==> src/rtl/bires_pkg.sv <==
package bires_pkg;
  localparam int DATA_W = 12;
  localparam int CHK_A_W = 3;
  localparam int CHK_B_W = 4;

  typedef enum logic [1:0] {
    OUT_CLEAN  = 2'd0,
    OUT_FIXED  = 2'd1,
    OUT_FIELD  = 2'd2,
    OUT_UNCORR = 2'd3
  } outcome_e;

  typedef struct packed {
    logic fixed;
    logic chk_err;
    logic uncorr;
  } flags_t;

  function automatic flags_t outcome_flags(outcome_e o);
    flags_t f;
    f.fixed   = (o == OUT_FIXED);
    f.chk_err = (o == OUT_FIELD);
    f.uncorr  = (o == OUT_UNCORR);
    return f;
  endfunction
endpackage

==> src/rtl/residue_fold.sv <==
module residue_fold #(
  parameter int W = 12,
  parameter int M = 3
) (
  input  logic [W-1:0] val,
  output logic [M-1:0] res
);
  localparam int NCH = (W + M - 1) / M;
  localparam int PW  = NCH * M;

  logic [PW-1:0] padded;
  logic [M-1:0]  acc;
  logic [M:0]    sum;

  assign padded = PW'(val);

  // end-around-carry accumulation of M-bit chunks
  always_comb begin
    acc = '0;
    sum = '0;
    for (int k = 0; k < NCH; k++) begin
      sum = {1'b0, acc} + {1'b0, padded[k*M +: M]};
      acc = sum[M-1:0] + M'(sum[M]);
    end
    res = (&acc) ? '0 : acc;
  end
endmodule

==> src/rtl/bires_locate.sv <==
module bires_locate #(
  parameter int DW = 12,
  parameter int AW = 3,
  parameter int BW = 4
) (
  input  logic [AW-1:0] syn_a,
  input  logic [BW-1:0] syn_b,
  output logic [DW-1:0] pos_hit,
  output logic [DW-1:0] neg_hit
);
  localparam int MOD_A = (1 << AW) - 1;
  localparam int MOD_B = (1 << BW) - 1;

  for (genvar i = 0; i < DW; i++) begin : g_bit
    localparam int PA = (1 << (i % AW)) % MOD_A;
    localparam int PB = (1 << (i % BW)) % MOD_B;
    localparam int NA = MOD_A - PA;
    localparam int NB = MOD_B - PB;
    assign pos_hit[i] = (syn_a == AW'(PA)) && (syn_b == BW'(PB));
    assign neg_hit[i] = (syn_a == AW'(NA)) && (syn_b == BW'(NB));
  end
endmodule

==> src/rtl/bires_corrector.sv <==
module bires_corrector
  import bires_pkg::*;
#(
  parameter int DW = DATA_W,
  parameter int AW = CHK_A_W,
  parameter int BW = CHK_B_W
) (
  input  logic          clk,
  input  logic          rst_n,
  input  logic          in_valid,
  output logic          in_ready,
  input  logic [DW-1:0] in_data,
  input  logic [AW-1:0] in_chk_a,
  input  logic [BW-1:0] in_chk_b,
  output logic          out_valid,
  input  logic          out_ready,
  output logic [DW-1:0] out_data,
  output logic          out_fixed,
  output logic          out_chk_err,
  output logic          out_uncorr
);
  logic [AW-1:0] calc_a, syn_a;
  logic [BW-1:0] calc_b, syn_b;
  logic [DW-1:0] pos_hit, neg_hit, mag, fixed_data;
  outcome_e      outcome;
  flags_t        nxt_flags;
  logic          take;

  residue_fold #(.W(DW), .M(AW)) u_res_a (.val(in_data), .res(calc_a));
  residue_fold #(.W(DW), .M(BW)) u_res_b (.val(in_data), .res(calc_b));

  // calc + ~recv == calc - recv modulo 2^M-1
  residue_fold #(.W(2*AW), .M(AW)) u_syn_a (.val({calc_a, ~in_chk_a}), .res(syn_a));
  residue_fold #(.W(2*BW), .M(BW)) u_syn_b (.val({calc_b, ~in_chk_b}), .res(syn_b));

  bires_locate #(.DW(DW), .AW(AW), .BW(BW)) u_loc (
    .syn_a(syn_a), .syn_b(syn_b), .pos_hit(pos_hit), .neg_hit(neg_hit)
  );

  always_comb begin
    mag = '0;
    for (int i = 0; i < DW; i++)
      if (pos_hit[i] || neg_hit[i]) mag = mag | (DW'(1) << i);
  end

  always_comb begin
    fixed_data = in_data;
    outcome    = OUT_CLEAN;
    if (syn_a == '0 && syn_b == '0) begin
      outcome = OUT_CLEAN;
    end else if (syn_a == '0 || syn_b == '0) begin
      outcome = OUT_FIELD;
    end else if (|pos_hit) begin
      outcome    = OUT_FIXED;
      fixed_data = in_data - mag;
    end else if (|neg_hit) begin
      outcome    = OUT_FIXED;
      fixed_data = in_data + mag;
    end else begin
      outcome = OUT_UNCORR;
    end
    nxt_flags = outcome_flags(outcome);
  end

  assign in_ready = !out_valid || out_ready;
  assign take     = in_valid && in_ready;

  always_ff @(posedge clk or negedge rst_n) begin
    if (!rst_n) begin
      out_valid <= 1'b0;
    end else if (take) begin
      out_valid <= 1'b1;
    end else if (out_ready) begin
      out_valid <= 1'b0;
    end
  end

  always_ff @(posedge clk or negedge rst_n) begin
    if (!rst_n) begin
      out_data    <= '0;
      out_fixed   <= 1'b0;
      out_chk_err <= 1'b0;
      out_uncorr  <= 1'b0;
    end else if (take) begin
      out_data    <= fixed_data;
      out_fixed   <= nxt_flags.fixed;
      out_chk_err <= nxt_flags.chk_err;
      out_uncorr  <= nxt_flags.uncorr;
    end
  end
endmodule

==> config.mk <==
export PLATFORM = sky130hd
export DESIGN_NAME = bires_corrector
export DESIGN_NICKNAME = d
export VERILOG_FILES = /design/src/rtl/bires_pkg.sv /design/src/rtl/residue_fold.sv /design/src/rtl/bires_locate.sv /design/src/rtl/bires_corrector.sv
export SDC_FILE = /design/constraint.sdc
export NUM_CORES = 1
export LEC_CHECK = 0
export ABC_AREA = 1
export BUFFER_PORTS_ARGS = -buffer_cell sky130_fd_sc_hd__buf_4
export CORE_ASPECT_RATIO = 1.1
export CORE_UTILIZATION = 56
export DETAILED_ROUTE_END_ITERATION = 12
export PLACE_DENSITY = 0.87
export SLEW_MARGIN = 20
export SYNTH_ARGS = -nofsm -noshare
export SYNTH_HDL_FRONTEND = slang
export SYNTH_SLANG_ARGS = --single-unit
==> constraint.sdc <==
create_clock -name clk -period 1.2 [get_ports clk]
set_clock_uncertainty 0.1 [all_clocks]
set_input_delay 0.12 -clock clk [delete_from_list [all_inputs] [get_ports clk]]
set_output_delay 0.12 -clock clk [all_outputs]
set_load 0.03 [all_outputs]
==> flow_summary.json, run 1 <==
{
  "outcome": "stopped before the end",
  "failing_step": "4_1_cts",
  "firstError": "[ERROR DPL-0038] Utilization greater than 100%, impossible to legalize",
  "ys.flop_type": "dfrtp_1",
  "netlist_area_um2": 3850,
  "synthArstFlopShare": 1.00,
  "place_area_um2": 5550,
  "ioPinCount": 40,
  "yosys-top-cells-area": "ha_1 (20%), nand2_1 (12%), dfrtp_1 (10%)",
  "cts_resized": 184,
  "cts_buffers": 3,
  "post_cts_buffers": 47,
  "syn_area_per_cell_um2": 6.45,
  "synth.most_common_cell": "nand2_1",
  "synth_seq_cells": 16,
  "die_height_um": 89.0,
  "die_width_um": 81.1,
  "yosys_warnings": 0,
  "port_buffers": 39,
  "synth.distinct_cells": 41,
  "cts_buffer_depth": 2,
  "postCtsHoldBufs": 1,
  "htreeDepth": 1,
  "synth_largest_area_cell": "ha_1",
  "synthCells": 597,
  "rows": 31,
  "cts_sinks": 16,
  "synth_nets": 692,
  "synth_seq_area_share": 0.104,
  "synth_top_area_frac": 0.205,
  "synth_edf_count": 0,
  "root_buffer": "clkbuf_8",
  "place.gp.congestion": 0.972,
  "synthTopCellsByCount": "nand2_1 (128), inv_1 (97), ha_1 (63)",
  "dp_hpwl_um": 12100,
  "place_ws_ns": -6.45,
  "start_util": 0.581
}
[stage by stage]
stage / setup TNS [ns] / util / cells
3_5_place_dp: -91.09 / 0.837 / 843
3_3_place_gp: -85.85 / 0.837 / 843
2_1_floorplan: -76.21 / - / 597
[kinds of logic after synthesis]
family / Yosys count / share of synthesized area
buffers and inverters: 114 / 0.117
flip-flops: 16 / 0.104
XOR/XNOR: 30 / 0.0682
AND/OR/NAND/NOR: 295 / 0.357
AO/OA/AOI/OAI: 70 / 0.103
adder cells (fa/ha/maj): 72 / 0.251
==> inputs of run 2 (changes only) <==
--- a/config.mk
+++ b/config.mk
@@ -7,10 +7,9 @@
 export LEC_CHECK = 0
 export ABC_AREA = 1
 export BUFFER_PORTS_ARGS = -buffer_cell sky130_fd_sc_hd__buf_4
-export CORE_ASPECT_RATIO = 1.1
-export CORE_UTILIZATION = 56
+export CORE_UTILIZATION = 40
 export DETAILED_ROUTE_END_ITERATION = 12
-export PLACE_DENSITY = 0.87
+export PLACE_DENSITY_LB_ADDON = 0.15
 export SLEW_MARGIN = 20
 export SYNTH_ARGS = -nofsm -noshare
 export SYNTH_HDL_FRONTEND = slang
==> constraint.sdc (replaced) <==
create_clock -name clk -period 1.55 [get_ports clk]
set_clock_uncertainty 0.1 [all_clocks]
set_input_delay 0.155 -clock clk [delete_from_list [all_inputs] [get_ports clk]]
set_output_delay 0.155 -clock clk [all_outputs]
set_load 0.03 [all_outputs]
==> run 2 against run 1 <==
The flow now finishes, with violations (setup timing). Synthesized area did not move. Synthesized cell count stayed put.
==> flow_summary.json, run 2 <==
{
  "yosys_warnings": 0,
  "relSlewSlack": 0.727,
  "cts_buffer_depth": 2,
  "tightestPinTransition_ns": 0.406,
  "required_ns": 1.60,
  "port_buffers": 39,
  "ioPinCount": 40,
  "htreeDepth": 1,
  "fin_crit_ns": 6.90,
  "drt_pre_antenna_iters": 5,
  "nets": 917,
  "ant_nets": 0,
  "outcome": "complete, but fails checks",
  "tns_ns": -76.15,
  "track_usage": 0.278,
  "grt_pass1_vias": 4746,
  "synth_largest_area_cell": "ha_1",
  "drt_wl_total_um": 14300,
  "rsz0062_at_grt": "true",
  "start_util": 0.415,
  "synthTopCellsByCount": "nand2_1 (128), inv_1 (97), ha_1 (63)",
  "cts_buffers": 3,
  "largest-register": "out_data",
  "largest_reg_flops": 12,
  "synth_nets": 692,
  "endpoint_kind": "flip-flop",
  "violations": "setup timing",
  "critPathLaunchType": "input pin",
  "critical-path-top-delay-family": "adder cells",
  "die_width_um": 100,
  "grt_start_max_net_pins": 20,
  "cp_max_fo": 5,
  "insertion_delay_ns": 0.25,
  "hold_path_class": "input pin to flip-flop",
  "hold_ws_ns": 0.0613,
  "ys.flop_type": "dfrtp_1",
  "cap_violations": 0,
  "die_height_um": 100,
  "synth_seq_cells": 16,
  "cts_tree": "done",
  "crit_path_max_incr_delay_ns": 0.52,
  "drive_gt1_frac": 0.569,
  "grt_pass1_wl_um": 22100,
  "synth_edf_count": 0,
  "critPathSlowestCell": "fa_1",
  "vias_per_cell": 5.01,
  "synth_seq_area_share": 0.104,
  "area_growth_pct": 87.4,
  "synth.distinct_cells": 41,
  "final_hold_viol_count": 0,
  "drc_errors": 0,
  "place.gp.congestion": 0.985,
  "root_buffer": "clkbuf_8",
  "critical_path_class": "input pin to flip-flop",
  "core-area_um2": 9280,
  "synthCells": 597,
  "clk_pin_slew_ns": 0.06,
  "wire_per_inst_um": 15.0,
  "synth_top_area_frac": 0.205,
  "synthArstFlopShare": 1.00,
  "finalCritPeriodShare": 4.45,
  "cts_sinks": 16,
  "synth.most_common_cell": "nand2_1",
  "die_area_um2": 10000,
  "yosys-top-cells-area": "ha_1 (20%), nand2_1 (12%), dfrtp_1 (10%)",
  "setup_viol": 15,
  "grt_overflow_total": 0,
  "final_common_cell": "buf_4",
  "antenna_cells": 0,
  "netlist_area_um2": 3850,
  "setup_slack_ns": -5.35,
  "worst-path-buf-inv": 8,
  "arrival_ns": 6.95,
  "drv_slew": 0,
  "vias": 4755,
  "dp_hpwl_um": 10500,
  "drtIter0Drc": 154,
  "fillers": 647,
  "clock.fmax_mhz": 145,
  "antenna_found_initial": 0,
  "syn_area_per_cell_um2": 6.45,
  "mostFrequentLayoutCells": "buf_4 (193), nand2_1 (103), inv_1 (74), nand3_1 (37), buf_6 (33)",
  "rows": 35
}
-- run 2: logic make-up after synthesis --
logic type      share of synthesized area
xor+xnor                           0.0682
fa+ha+maj                           0.251
flops                               0.104
buf+inv                             0.117
compound gates                      0.103
simple gates                        0.357
-- run 2: area by class of cell --
type | count | area [um2] | area share
clock buffer | 4 | 55.1 | 0.00762
sequential | 16 | 402 | 0.0556
tap | 129 | 161 | 0.0224
inverter | 102 | 404 | 0.0560
timing repair buffer | 232 | 1930 | 0.267
multi-input combinational | 467 | 4270 | 0.591
-- run 2: worst register-to-register path, cell delays in order (launching register included) --
cell	delay, ns
dfrtp_2	0.36
nand2_2	0.07
nand2_1	0.08
inv_1	0.18
or2_2	0.34
nand2_2	0.07
inv_1	0.03
-- run 2: routing by layer --
layer | vias to the layer above | GRT usage | wire (um)
met3 | 37 | 0.0265 | 525
met5 | - | 0 | 0
li1 | 2372 | - | -
met2 | 112 | 0.540 | 7500
met1 | 2234 | 0.320 | 5720
met4 | 0 | 0.0769 | 532
-- run 2: per-stage QoR --
step           worst slack, ns  std cells   util  instance area [um2]
3_3_place_gp             -5.95        892  0.605                 5620
4_1_cts                  -5.32        925  0.697                 6470
2_1_floorplan            -5.20        597      -                 4200
6_report                 -5.35        950  0.778                 7220
3_5_place_dp             -6.08        892  0.605                 5620
5_1_grt                  -5.68        950  0.778                 7220
-- run 2: what timing repair did --
item                                   CTS  global route
hold buffers                             1             0
setup endpoints to repair               15            15
resized for setup                      130           115
setup buffers                           29            25
endpoints found under the hold margin   16             0
pin swaps                               98            81
cloned                                   0             1
-- run 2: worst paths after layout --
path	startpoint	end	slack [ns]	depth (start not counted)
worst max register to register	out_valid$_DFFE_PN0P_	out_data[4]$_DFFE_PN0P_	0.22	6
worst max-delay path	in_data[3]	out_data[8]$_DFFE_PN0P_	-5.35	45
worst min register to register	out_data[2]$_DFFE_PN0P_	out_data[2]$_DFFE_PN0P_	0.38	2
min in group asynchronous	rst_n	out_data[8]$_DFFE_PN0P_	0.19	2
max in group asynchronous	rst_n	out_valid$_DFFE_PN0P_	0.97	2
worst min-delay path	out_ready	out_valid$_DFFE_PN0P_	0.06	4
Power of run 2 is not shown: default switching activity piles up to over one toggle a cycle in this logic, so the estimate is an artifact.
==> inputs of run 3 (changes only) <==
==> constraint.sdc (replaced) <==
create_clock -name clk -period 8.05 [get_ports clk]
set_clock_uncertainty 0.1 [all_clocks]
set_input_delay 0.805 -clock clk [delete_from_list [all_inputs] [get_ports clk]]
set_output_delay 0.805 -clock clk [all_outputs]
set_load 0.03 [all_outputs]
==> run 3 against run 2 <==
The run now ends clean. Worst hold slack better by 0.24 ns. Critical path type unchanged. Cell area is 17% lower. Via count is 5.2% lower. Clock-buffer cell count stayed put. Sequential share of layout area is 1.1 points higher. Routed wire length is 7.8% lower. Setup slack better by 5.6 ns. Critical path depth is 2 higher.
==> flow_summary.json, run 3 (synthesized netlist as in run 2, its figures left out) <==
{
  "grt_overflow_total": 0,
  "core-area_um2": 9280,
  "critPathLaunchType": "input pin",
  "track_usage": 0.258,
  "vias": 4510,
  "rows": 35,
  "tns_ns": 0,
  "arrival_ns": 7.86,
  "grt_pass1_wl_um": 20600,
  "port_buffers": 39,
  "dp_hpwl_um": 10400,
  "drv_slew": 0,
  "outcome": "complete, no violations",
  "largest_reg_flops": 12,
  "antenna_cells": 0,
  "root_buffer": "clkbuf_8",
  "cts_buffer_depth": 2,
  "setup_viol": 0,
  "fin_util": 0.646,
  "critical_path_class": "input pin to flip-flop",
  "area_growth_pct": 55.6,
  "finalCritPeriodShare": 0.964,
  "drt_pre_antenna_iters": 5,
  "cts_tree": "done",
  "relSlewSlack": 0.519,
  "antenna_found_initial": 0,
  "critPathSlowestCell": "fa_1",
  "cp_max_fo": 4,
  "drt_wl_total_um": 13200,
  "cts_sinks": 16,
  "drtIter0Drc": 176,
  "tightestPinTransition_ns": 0.719,
  "worstRegToRegCells": 6,
  "cts_buffers": 3,
  "wire_per_inst_um": 14.9,
  "path_common_cell": "ha_4",
  "final_common_cell": "buf_4",
  "hold_path_class": "input pin to asynchronous set/reset pin",
  "fin_crit_ns": 7.76,
  "fin_cells": 886,
  "ioPinCount": 40,
  "endpoint_kind": "flip-flop",
  "crit-reg2reg-launch": "out_valid$_DFFE_PN0P_",
  "hold_ws_ns": 0.300,
  "drive_gt1_frac": 0.439,
  "grt_pass1_vias": 4474,
  "nets": 853,
  "postCtsHoldBufs": 0,
  "cap_violations": 0,
  "die_width_um": 100,
  "die_area_um2": 10000,
  "rrSetupSlack_ns": 6.01,
  "die_height_um": 100,
  "rr_endpoint": "out_data[10]$_DFFE_PN0P_",
  "crit_path_max_incr_delay_ns": 0.51,
  "start_util": 0.415,
  "insertion_delay_ns": 0.25,
  "grt_start_max_net_pins": 21,
  "dp_cells": 865,
  "final_hold_viol_count": 0,
  "clk_pin_slew_ns": 0.07,
  "htreeDepth": 1,
  "rsz0062_at_grt": "true",
  "place.gp.congestion": 0.967,
  "vias_per_cell": 5.09,
  "largest-register": "out_data",
  "required_ns": 8.15,
  "clock.fmax_mhz": 129,
  "ant_nets": 0,
  "drc_errors": 0,
  "mostFrequentLayoutCells": "buf_4 (162), nand2_1 (118), inv_1 (83), nand3_1 (50), nor2_1 (35)"
}
==> run 3: cell types whose count changed in the layout (fill, tap and decap cells not counted), sizes merged <==
cell / change
dlygate4sd3: -1
clkbuf: -1
buf: -62
==> run 3: cell type report <==
type | count | area [um2]
fillers | 881 | 3290
clock buffers | 4 | 55.1
multi-input cells | 467 | 3700
inverters | 102 | 385
repair buffers | 168 | 1290
flip-flops and latches | 16 | 400
well taps | 129 | 161
==> run 3: repair_timing <==
| item | in CTS | in global routing |
|---|---|---|
| pin swaps | 13 | 75 |
| resized for setup | 47 | 117 |
| buffers inserted | 6 | 11 |
| setup endpoints to repair | 8 | 13 |
==> run 3: metal layers <==
| layer | vias to the layer above | global-route usage | part of all wire |
|---|---|---|---|
| li1 | 2247 | - | - |
| met1 | 2138 | 0.310 | 0.42 |
| met2 | 96 | 0.482 | 0.52 |
| met3 | 29 | 0.0237 | 0.029 |
| met4 | 0 | 0.0847 | 0.032 |
| met5 | - | 0 | 0 |
==> run 3: metrics by stage <==
step	cell area, um2	setup WS, ns
after global routing	5990	-0.0833
after floorplan	3850	0.0210
after detailed placement	5080	-0.820
final	5990	0.290
after global placement	5080	-0.662
after CTS	5390	0.0475
==> run 3: worst max-delay path: cells and delay by family <==
family                   cells  cell delay (ns)
AO/OA/AOI/OAI                5             0.82
XOR/XNOR                     6             0.94
adder cells (fa/ha/maj)     13             3.39
buffers and inverters       14             1.21
AND/OR/NAND/NOR              9             0.69
==> run 3: how the worst max path moves through the flow <==
stage / from / endpoint / slack [ns] / cells after the start
after floorplan: in_data[2] / out_data[8]$_DFFE_PN0P_ / 0.02 / 49
after global placement: in_data[2] / out_data[8]$_DFFE_PN0P_ / -0.66 / 50
after detailed placement: in_data[2] / out_data[8]$_DFFE_PN0P_ / -0.82 / 50
after CTS: in_data[0] / out_data[8]$_DFFE_PN0P_ / 0.05 / 52
after global routing: in_data[2] / out_data[8]$_DFFE_PN0P_ / -0.08 / 51
final: in_data[3] / out_data[4]$_DFFE_PN0P_ / 0.29 / 47
Power of run 3 is left out for the same reason.
==> inputs of run 4 (changes only) <==
--- a/config.mk
+++ b/config.mk
@@ -9,7 +9,7 @@
 export BUFFER_PORTS_ARGS = -buffer_cell sky130_fd_sc_hd__buf_4
 export CORE_UTILIZATION = 40
 export DETAILED_ROUTE_END_ITERATION = 12
-export PLACE_DENSITY_LB_ADDON = 0.15
+export PLACE_DENSITY = 0.59
 export SLEW_MARGIN = 20
 export SYNTH_ARGS = -nofsm -noshare
 export SYNTH_HDL_FRONTEND = slang
==> run 4 against run 3 <==
Via count hardly changed. Critical endpoint is now out_data[8]$_DFFE_PN0P_. Critical path depth stayed put. Routed wire length is 1.2% higher. First-iteration DRC count is 11% lower. Clock-buffer cell count stayed put. Sequential share of layout area hardly changed.
==> flow_summary.json, run 4 (synthesized netlist as in run 2, its figures left out) <==
{
  "endpoint_kind": "flip-flop",
  "ant_nets": 0,
  "hold_ws_ns": 0.299,
  "use_met2": 0.494,
  "fillers": 851,
  "antenna_cells": 0,
  "cts_buffers": 3,
  "cts_sinks": 16,
  "largest_reg_flops": 12,
  "tns_ns": 0,
  "ioPinCount": 40,
  "insertion_delay_ns": 0.25,
  "vias": 4513,
  "die_height_um": 100,
  "final_common_cell": "buf_4",
  "clk_pin_slew_ns": 0.07,
  "largest-register": "out_data",
  "critical_path_class": "input pin to flip-flop",
  "use_met3": 0.0209,
  "vias_per_cell": 5.02,
  "nets": 866,
  "required_ns": 8.10,
  "antenna_found_initial": 0,
  "die_width_um": 100,
  "rrSetupSlack_ns": 6.01,
  "critPathSlowestCell": "fa_1",
  "place.gp.congestion": 0.954,
  "relSlewSlack": 0.524,
  "cts_tree": "done",
  "tightestPinTransition_ns": 0.713,
  "drt_wl_total_um": 13300,
  "clock.fmax_mhz": 129,
  "finalCritPeriodShare": 0.964,
  "grt_pass1_wl_um": 20800,
  "hold_path_class": "input pin to asynchronous set/reset pin",
  "mostFrequentLayoutCells": "buf_4 (177), nand2_1 (121), inv_1 (87), nand3_1 (50), nor2_1 (38)",
  "core-area_um2": 9280,
  "rows": 35,
  "wire_per_inst_um": 14.8,
  "port_buffers": 39,
  "worstRegToRegCells": 6,
  "drive_gt1_frac": 0.427,
  "drt_pre_antenna_iters": 4,
  "htreeDepth": 1,
  "grt_pass1_vias": 4546,
  "met1_usage": 0.306,
  "dp_hpwl_um": 10700,
  "crit_path_max_incr_delay_ns": 0.51,
  "grt_overflow_total": 0,
  "cts_buffer_depth": 2,
  "outcome": "complete, no violations",
  "multi_input_area_um2": 3590,
  "die_area_um2": 10000,
  "cap_violations": 0,
  "grt_busiest_layer": "met2",
  "postCtsHoldBufs": 0,
  "drtIter0Drc": 156,
  "fin_crit_ns": 7.76,
  "arrival_ns": 7.81,
  "area_growth_pct": 55.1,
  "track_usage": 0.261,
  "drv_slew": 0,
  "start_util": 0.415,
  "setup_viol": 0,
  "root_buffer": "clkbuf_8",
  "drc_errors": 0,
  "cp_max_fo": 4,
  "critPathLaunchType": "input pin",
  "final_hold_viol_count": 0,
  "grt_start_max_net_pins": 21,
  "regArea_um2": 400
}
[run 4: path summary, 6_finish.rpt]
check                                         from                  endpoint
min reg2reg                out_data[3]$_DFFE_PN0P_   out_data[3]$_DFFE_PN0P_
min in group clk           out_data[3]$_DFFE_PN0P_   out_data[3]$_DFFE_PN0P_
min                                          rst_n  out_data[10]$_DFFE_PN0P_
max                                     in_data[3]   out_data[8]$_DFFE_PN0P_
max in group asynchronous                    rst_n   out_chk_err$_DFFE_PN0P_
max reg2reg                  out_valid$_DFFE_PN0P_   out_data[4]$_DFFE_PN0P_
[run 4: layout make-up]
type | count | share of cell area
sequential | 16 | 0.0670
tap | 129 | 0.0270
clock buffer | 4 | 0.00922
timing repair buffer | 181 | 0.231
inverter | 102 | 0.0645
multi-input combinational | 467 | 0.601
[run 4: metal layers]
layer  vias to the layer above  routed length (um)
li1                       2271                   -
met1                      2127                5440
met2                        89                6970
met3                        26                 409
met4                         0                 503
met5                         -                   0
[run 4: through the flow]
step / worst slack, ns / instances / utilization / instance area (um2)
global placement: -0.659 / 871 / 0.552 / 5130
finish: 0.291 / 899 / 0.643 / 5970
global route: -0.0934 / 899 / 0.643 / 5970
CTS: -0.0462 / 881 / 0.583 / 5410
detailed placement: -0.850 / 871 / 0.552 / 5130
floorplan: 0.0210 / 597 / - / 3850
[run 4: critical path, delay by kind of cell]
family | cells | cell delay (ns)
xor gates and xnor gates | 6 | 0.97
adders and majority gates | 13 | 3.16
and+or+nand+nor | 13 | 1.00
AOI/OAI and AO/OA | 7 | 1.10
buffers and inverters | 8 | 0.76
[run 4: timing repair]
action / CTS / global route
cloned: 0 / 0
pin swaps: 18 / 64
endpoints found under the setup margin: 9 / 14
gates resized for setup: 50 / 89
setup buffers: 6 / 19
Power of run 4 is left out for the same reason.
